<file path="config.mk">
export PLATFORM = sky130hd
export DESIGN_NAME = dmaprot_guard
export DESIGN_NICKNAME = d
export VERILOG_FILES = /design/src/rtl/dmaprot_pkg.sv /design/src/rtl/dmaprot_cfg_reg.sv /design/src/rtl/dmaprot_cutoff_rule.sv /design/src/rtl/dmaprot_window_rule.sv /design/src/rtl/dmaprot_guard.sv
export SDC_FILE = /design/constraint.sdc
export NUM_CORES = 1
export LEC_CHECK = 0
export BUFFER_PORTS_ARGS = -buffer_cell sky130_fd_sc_hd__buf_2
export CAP_MARGIN = 20
export CORE_MARGIN = 5
export CORE_UTILIZATION = 47
export CTS_BUF_LIST = sky130_fd_sc_hd__clkbuf_2 sky130_fd_sc_hd__clkbuf_4 sky130_fd_sc_hd__clkbuf_8
export CTS_CLUSTER_DIAMETER = 120
export DETAILED_ROUTE_END_ITERATION = 7
export GPL_ROUTABILITY_DRIVEN = 0
export PLACE_DENSITY = 0.95
export SLEW_MARGIN = 20
export SYNTH_ARGS = -nofsm -noshare
export SYNTH_HDL_FRONTEND = slang
export SYNTH_HIERARCHICAL = 1
export SYNTH_SLANG_ARGS = --single-unit
</file>
<file path="constraint.sdc">
create_clock -name clk -period 3.75 [get_ports clk]
set_input_delay 0.75 -clock clk [delete_from_list [all_inputs] [get_ports clk]]
set_output_delay 0.75 -clock clk [all_outputs]
set_load 0.01 [all_outputs]
</file>
<file path="src/rtl/dmaprot_pkg.sv">
// Package: field layout of the DMA cutoff protection register.
// Assumes a 32-bit register with the used fields packed in the low bits.
package dmaprot_pkg;
    localparam int REG_W      = 32;
    localparam int OLD_CW     = 4;
    localparam int NEW_CW     = 4;
    localparam int SEC_CW     = 2;
    localparam int OLD_LSB    = 0;
    localparam int NEW_LSB    = OLD_LSB + OLD_CW;
    localparam int WRAM_BIT   = NEW_LSB + NEW_CW;
    localparam int SEC_LSB    = WRAM_BIT + 1;
    localparam int USED_W     = SEC_LSB + SEC_CW;

    typedef struct packed {
        logic [SEC_CW-1:0] sec_cut;
        logic              wram_lock;
        logic [NEW_CW-1:0] new_cut;
        logic [OLD_CW-1:0] old_cut;
    } prot_fields_t;
endpackage

</file>
<file path="src/rtl/dmaprot_cfg_reg.sv">
// Module: protection register storage. Keeps only the low USED_W bits;
// upper bits read as zero. Assumes single-cycle writes, no byte enables.
module dmaprot_cfg_reg #(
    parameter int REG_W  = 32,
    parameter int USED_W = 11
) (
    input  logic              clk,
    input  logic              rst_n,
    input  logic              wr_en,
    input  logic [REG_W-1:0]  wr_data,
    output logic [REG_W-1:0]  rd_data,
    output logic [USED_W-1:0] fields
);
    localparam logic [REG_W-1:0] KEEP_MASK = REG_W'((1 << USED_W) - 1);

    logic [USED_W-1:0] store_q;

    // Capture the used field bits on a write; clear on reset.
    always_ff @(posedge clk) begin
        if (!rst_n) begin
            store_q <= '0;
        end else if (wr_en) begin
            store_q <= wr_data[USED_W-1:0];
        end
    end

    // Present the stored bits with zero-filled upper bits.
    always_comb begin
        rd_data = REG_W'(store_q);
        fields  = store_q;
    end


    wr_store_chk: assert property (@(posedge clk) disable iff (!rst_n)
        wr_en |=> rd_data == ($past(wr_data) & KEEP_MASK));


    hold_chk: assert property (@(posedge clk) disable iff (!rst_n)
        !wr_en |=> $stable(rd_data));
endmodule

</file>
<file path="src/rtl/dmaprot_cutoff_rule.sv">
// Module: top-down cutoff rule for one region. A nonzero count c denies
// [TOP - STEP*c, TOP), clamped at BASE. An optional head window of HEAD_LEN
// bytes at BASE is denied while head_en is high. TOP is exclusive.
module dmaprot_cutoff_rule #(
    parameter int              ADDR_W   = 32,
    parameter int              CW       = 4,
    parameter logic [ADDR_W:0] BASE     = 33'h0_2000_0000,
    parameter logic [ADDR_W:0] TOP      = 33'h0_2800_0000,
    parameter logic [ADDR_W:0] STEP     = 33'h0_0080_0000,
    parameter logic [ADDR_W:0] HEAD_LEN = 33'h0
) (
    input  logic [ADDR_W-1:0] addr,
    input  logic [CW-1:0]     cut,
    input  logic              head_en,
    output logic              deny
);
    localparam int              SW       = ADDR_W + CW + 1;
    localparam logic [SW-1:0]   SPAN_MAX = SW'(TOP - BASE);
    localparam logic [ADDR_W:0] HEAD_END = BASE + HEAD_LEN;

    logic [SW-1:0]   span;
    logic [ADDR_W:0] floor_addr;
    logic [ADDR_W:0] a_ext;
    logic            in_region;
    logic            tail_hit;
    logic            head_hit;

    // Compute the lowest protected address for the present count.
    always_comb begin
        span = SW'(STEP) * SW'(cut);
        if (span > SPAN_MAX) begin
            floor_addr = BASE;
        end else begin
            floor_addr = TOP - span[ADDR_W:0];
        end
    end

    // Compare the address against the region and the cutoff floor.
    always_comb begin
        a_ext     = {1'b0, addr};
        in_region = (a_ext >= BASE) && (a_ext < TOP);
        tail_hit  = (cut != '0) && in_region && (a_ext >= floor_addr);
    end

    // Head window exists only when a nonzero length is configured.
    generate
        if (HEAD_LEN != '0) begin : g_head
            always_comb head_hit = head_en && (a_ext >= BASE) && (a_ext < HEAD_END);
        end else begin : g_nohead
            always_comb head_hit = head_en && 1'b0;
        end
    endgenerate

    // Combine the two hit sources.
    always_comb deny = tail_hit || head_hit;


    always_comb begin
        zero_cut_open_chk: assert (!((cut == '0) && !head_en) || !deny);
    end
endmodule

</file>
<file path="src/rtl/dmaprot_window_rule.sv">
// Module: all-or-nothing window rule. While lock is high every address in
// [BASE, TOP) is denied. TOP is exclusive.
module dmaprot_window_rule #(
    parameter int              ADDR_W = 32,
    parameter logic [ADDR_W:0] BASE   = 33'h0_1FF8_0000,
    parameter logic [ADDR_W:0] TOP    = 33'h0_2000_0000
) (
    input  logic [ADDR_W-1:0] addr,
    input  logic              lock,
    output logic              deny
);
    logic [ADDR_W:0] a_ext;

    // Window membership qualified by the lock bit.
    always_comb begin
        a_ext = {1'b0, addr};
        deny  = lock && (a_ext >= BASE) && (a_ext < TOP);
    end


    always_comb begin
        unlocked_open_chk: assert (lock || !deny);
    end
endmodule

</file>
<file path="src/rtl/dmaprot_guard.sv">
// Module: graphics DMA address cutoff guard (top). Holds the protection
// register, evaluates all region rules on the presented address and
// registers the verdict one cycle later. An access in the same cycle as a
// write sees the pre-write register value.
module dmaprot_guard
    import dmaprot_pkg::*;
#(
    parameter int              ADDR_W    = 32,
    parameter logic [ADDR_W:0] OLD_BASE  = 33'h0_2000_0000,
    parameter logic [ADDR_W:0] OLD_TOP   = 33'h0_2800_0000,
    parameter logic [ADDR_W:0] NEW_BASE  = 33'h0_2800_0000,
    parameter logic [ADDR_W:0] NEW_TOP   = 33'h0_3000_0000,
    parameter logic [ADDR_W:0] MAIN_STEP = 33'h0_0080_0000,
    parameter logic [ADDR_W:0] SEC_BASE  = 33'h0_1F00_0000,
    parameter logic [ADDR_W:0] SEC_TOP   = 33'h0_1F40_0000,
    parameter logic [ADDR_W:0] SEC_STEP  = 33'h0_0010_0000,
    parameter logic [ADDR_W:0] WRAM_BASE = 33'h0_1FF8_0000,
    parameter logic [ADDR_W:0] WRAM_TOP  = 33'h0_2000_0000
) (
    input  logic              clk,
    input  logic              rst_n,
    input  logic              cfg_wr_en,
    input  logic [REG_W-1:0]  cfg_wr_data,
    output logic [REG_W-1:0]  cfg_rd_data,
    input  logic              acc_valid,
    input  logic [ADDR_W-1:0] acc_addr,
    output logic              chk_valid,
    output logic              chk_deny
);
    localparam int NRULE = 4;

    prot_fields_t      fld;
    logic [USED_W-1:0] fld_bits;
    logic [NRULE-1:0]  rule_deny;
    logic              deny_any;
    logic [ADDR_W:0]   a_ext;
    logic              outside_all;
    logic              old_head;

    dmaprot_cfg_reg #(.REG_W(REG_W), .USED_W(USED_W)) cfg_i (
        .clk     (clk),
        .rst_n   (rst_n),
        .wr_en   (cfg_wr_en),
        .wr_data (cfg_wr_data),
        .rd_data (cfg_rd_data),
        .fields  (fld_bits)
    );

    // Map the raw stored bits onto named fields.
    always_comb fld = prot_fields_t'(fld_bits);

    dmaprot_cutoff_rule #(.ADDR_W(ADDR_W), .CW(OLD_CW), .BASE(OLD_BASE),
        .TOP(OLD_TOP), .STEP(MAIN_STEP), .HEAD_LEN('0)) old_rule_i (
        .addr (acc_addr), .cut (fld.old_cut), .head_en (1'b0), .deny (rule_deny[0])
    );

    dmaprot_cutoff_rule #(.ADDR_W(ADDR_W), .CW(NEW_CW), .BASE(NEW_BASE),
        .TOP(NEW_TOP), .STEP(MAIN_STEP), .HEAD_LEN(MAIN_STEP)) new_rule_i (
        .addr (acc_addr), .cut (fld.new_cut), .head_en (fld.old_cut != '0),
        .deny (rule_deny[1])
    );

    dmaprot_cutoff_rule #(.ADDR_W(ADDR_W), .CW(SEC_CW), .BASE(SEC_BASE),
        .TOP(SEC_TOP), .STEP(SEC_STEP), .HEAD_LEN('0)) sec_rule_i (
        .addr (acc_addr), .cut (fld.sec_cut), .head_en (1'b0), .deny (rule_deny[2])
    );

    dmaprot_window_rule #(.ADDR_W(ADDR_W), .BASE(WRAM_BASE), .TOP(WRAM_TOP)) wram_rule_i (
        .addr (acc_addr), .lock (fld.wram_lock), .deny (rule_deny[3])
    );

    // Any single rule refuses the access.
    always_comb deny_any = |rule_deny;

    // Register the verdict alongside its valid flag.
    always_ff @(posedge clk) begin
        if (!rst_n) begin
            chk_valid <= 1'b0;
            chk_deny  <= 1'b0;
        end else begin
            chk_valid <= acc_valid;
            chk_deny  <= acc_valid && deny_any;
        end
    end

    // Region classification used only by the checks below.
    always_comb begin
        a_ext       = {1'b0, acc_addr};
        outside_all = !((a_ext >= OLD_BASE)  && (a_ext < OLD_TOP))  &&
                      !((a_ext >= NEW_BASE)  && (a_ext < NEW_TOP))  &&
                      !((a_ext >= SEC_BASE)  && (a_ext < SEC_TOP))  &&
                      !((a_ext >= WRAM_BASE) && (a_ext < WRAM_TOP));
        old_head    = (a_ext >= OLD_BASE) && (a_ext < OLD_BASE + MAIN_STEP);
    end


    valid_follow_chk: assert property (@(posedge clk) disable iff (!rst_n)
        acc_valid |=> chk_valid);


    idle_quiet_chk: assert property (@(posedge clk) disable iff (!rst_n)
        !acc_valid |=> (!chk_valid && !chk_deny));


    old_head_open_chk: assert property (@(posedge clk) disable iff (!rst_n)
        (acc_valid && old_head) |=> !chk_deny);


    outside_open_chk: assert property (@(posedge clk) disable iff (!rst_n)
        (acc_valid && outside_all) |=> !chk_deny);


    zero_cfg_open_chk: assert property (@(posedge clk) disable iff (!rst_n)
        (acc_valid && cfg_rd_data == '0) |=> !chk_deny);
endmodule

</file>
==> qor.txt <==
DR WL/cell - 13.35 um
Final nets - 317
Clk network pwr share - 22.5%
cell area after layout - 1715 um2
Final ANT Viol Nets - 0
PortBufs - 59
Synthesis Warnings - 6
drt drc - 0
vias per inst - 5.240
post-synthesis instance total - 182
Tcrit/Tclk final - 68.50%
Period minus WS final - 2.569 ns
Max Clk Rate - 389.3 MHz
# rows - 20
via count - 1441
Worst Path Arrival - 2.78 ns
Slowest cell on crit path - or4_1
Reg clk slew, reported paths - 0.08 ns
postcts setup bufs - 0
Layout Skew - 0.001191 ns
core area - 3078 um2
Post-Route Setup TNS - 0 ns
RSZ-0062 raised after global routing - no
total grt overflow - 0
internal power - 0.2652 mW
Slew Limit Fails - 0
Hold-fix buffers, CTS - 0
sequential share of power - 38.0%
share of cells above drive strength 1 - 30.30%
final setup violating endpoints - 0
Num CTS Buffers - 3
CTS Root Buffer Type - clkbuf_4
total power - 0.4070 mW
hold depth - 2
critical path peak fanout - 6
Buffers & Inverters on Critical Path - 0
endpoint type of the worst setup path - register
width of the die - 66.78 um
top cell family by delay on the critical path - simple AND/OR/NAND/NOR gates
Comb power frac - 39.5%
drt pass-1 iters - 5
Startpoint Class - register
first-pass GRT wire length - 5.589 mm
Critical Path RT - 3.97 ns
CP most frequent cell - or4_1
initial antenna violation count - 0
Final Hold Violating Endpoints - 0
H-tree depth - 1
Register-to-Register Path Depth - 7
most frequent cells in the layout - buf_2, conb_1, ha_1, inv_1, nor4_1
Mapped Avg Cell Area - 8.325 um2
Sw Pwr - 0.1418 mW
Placed Area - 1685 um2
Die Span Y - 66.78 um
Hold Crit Class - register to register
worst-path cell chain - or4_1, ha_1, nand4_4, or4_1, a31o_1, a21oi_2, o41a_1
PwrDens - 237.3 nW/um2
Max Root-Sink Buffers - 2
CP max stage delay - 0.58 ns
Place WS - 1.208 ns
post_cts resized - 0
Routed WL - 3.670 mm
most common cell after layout, fill and taps aside - buf_2
clk sink count - 13
DP HPWL - 3.173 mm
initial core utilization - 49.23%
MaxCap Viol Count - 0
DR iter-0 viols - 31
Worst-Skew Late Latency - 0.27 ns
Critical Path Stages - 7
Leak - 0.8547 nW
CTS tree - done
die area - 4460 um2
Post-Route Utilization - 55.73%
total track usage - 15.91%
switching fraction of total power - 34.84%
Post-Syn Area - 1515 um2
vias in the first global route - 1350
status - complete, no violations
maximum vdd drop - 0.0001617 V
pin count of the biggest net entering global routing - 13
I/O Pins - 102
Layout area overhead - 13.21%
n_diodes - 0
Setup CP Type - register to register
setup slack after layout - 1.181 ns
-- per-layer routing --
| metal | routed length, um | up-vias | GRT usage (%) | share of wire [%] |
|---|---|---|---|---|
| met5 | 0 | - | 0 | 0 |
| met4 | 80 | 0 | 8.376 | 2.2 |
| li1 | - | 711 | - | - |
| met3 | 397 | 12 | 3.204 | 11 |
| met1 | 1440 | 641 | 17.55 | 39 |
| met2 | 1752 | 77 | 28.34 | 48 |
-- worst min-delay path: stages, from the launching register on --
cell,delay [ns]
dfxtp_1,0.33
mux2i_1,0.12
nor2b_1,0.05
-- power by group through the flow --
stage | clock network (mW) | logic (mW) | registers [mW]
2_1_floorplan | 0 | 0.124 | 0.156
3_3_place_gp | 0 | 0.153 | 0.158
3_5_place_dp | 0 | 0.160 | 0.158
4_1_cts | 0.0932 | 0.161 | 0.155
5_1_grt | 0.101 | 0.180 | 0.156
6_report | 0.0915 | 0.161 | 0.155
-- through the flow --
stage	std cells	hold slack [ns]
after floorplan	202	0.5065
after global placement	271	0.5215
after detailed placement	271	0.5322
after CTS	275	0.5441
after global routing	275	0.5694
final	275	0.5460
-- registers in the layout, summed over array words and instances, names as in the netlist --
name	count
cfg_i/fields	11
chk_valid	1
chk_deny	1
-- final timing paths --
path                                 startpoint  slack [ns]                             to
setup / recovery   cfg_i/fields[4]$_SDFFE_PN0P_        1.18            chk_deny$_SDFF_PN0_
hold / removal    cfg_i/fields[10]$_SDFFE_PN0P_        0.55  cfg_i/fields[10]$_SDFFE_PN0P_
setup reg to reg   cfg_i/fields[4]$_SDFFE_PN0P_        1.18            chk_deny$_SDFF_PN0_
hold reg to reg   cfg_i/fields[10]$_SDFFE_PN0P_        0.55  cfg_i/fields[10]$_SDFFE_PN0P_
-- final cells by class --
type	instances	area, um2
inverter	16	60.06
multi-input combinational	139	1015
timing repair buffer	59	295.3
sequential	13	260.3
clock buffer	4	30.03
tap	44	55.05
fill	321	1363
(Power assumes the default switching activity.)
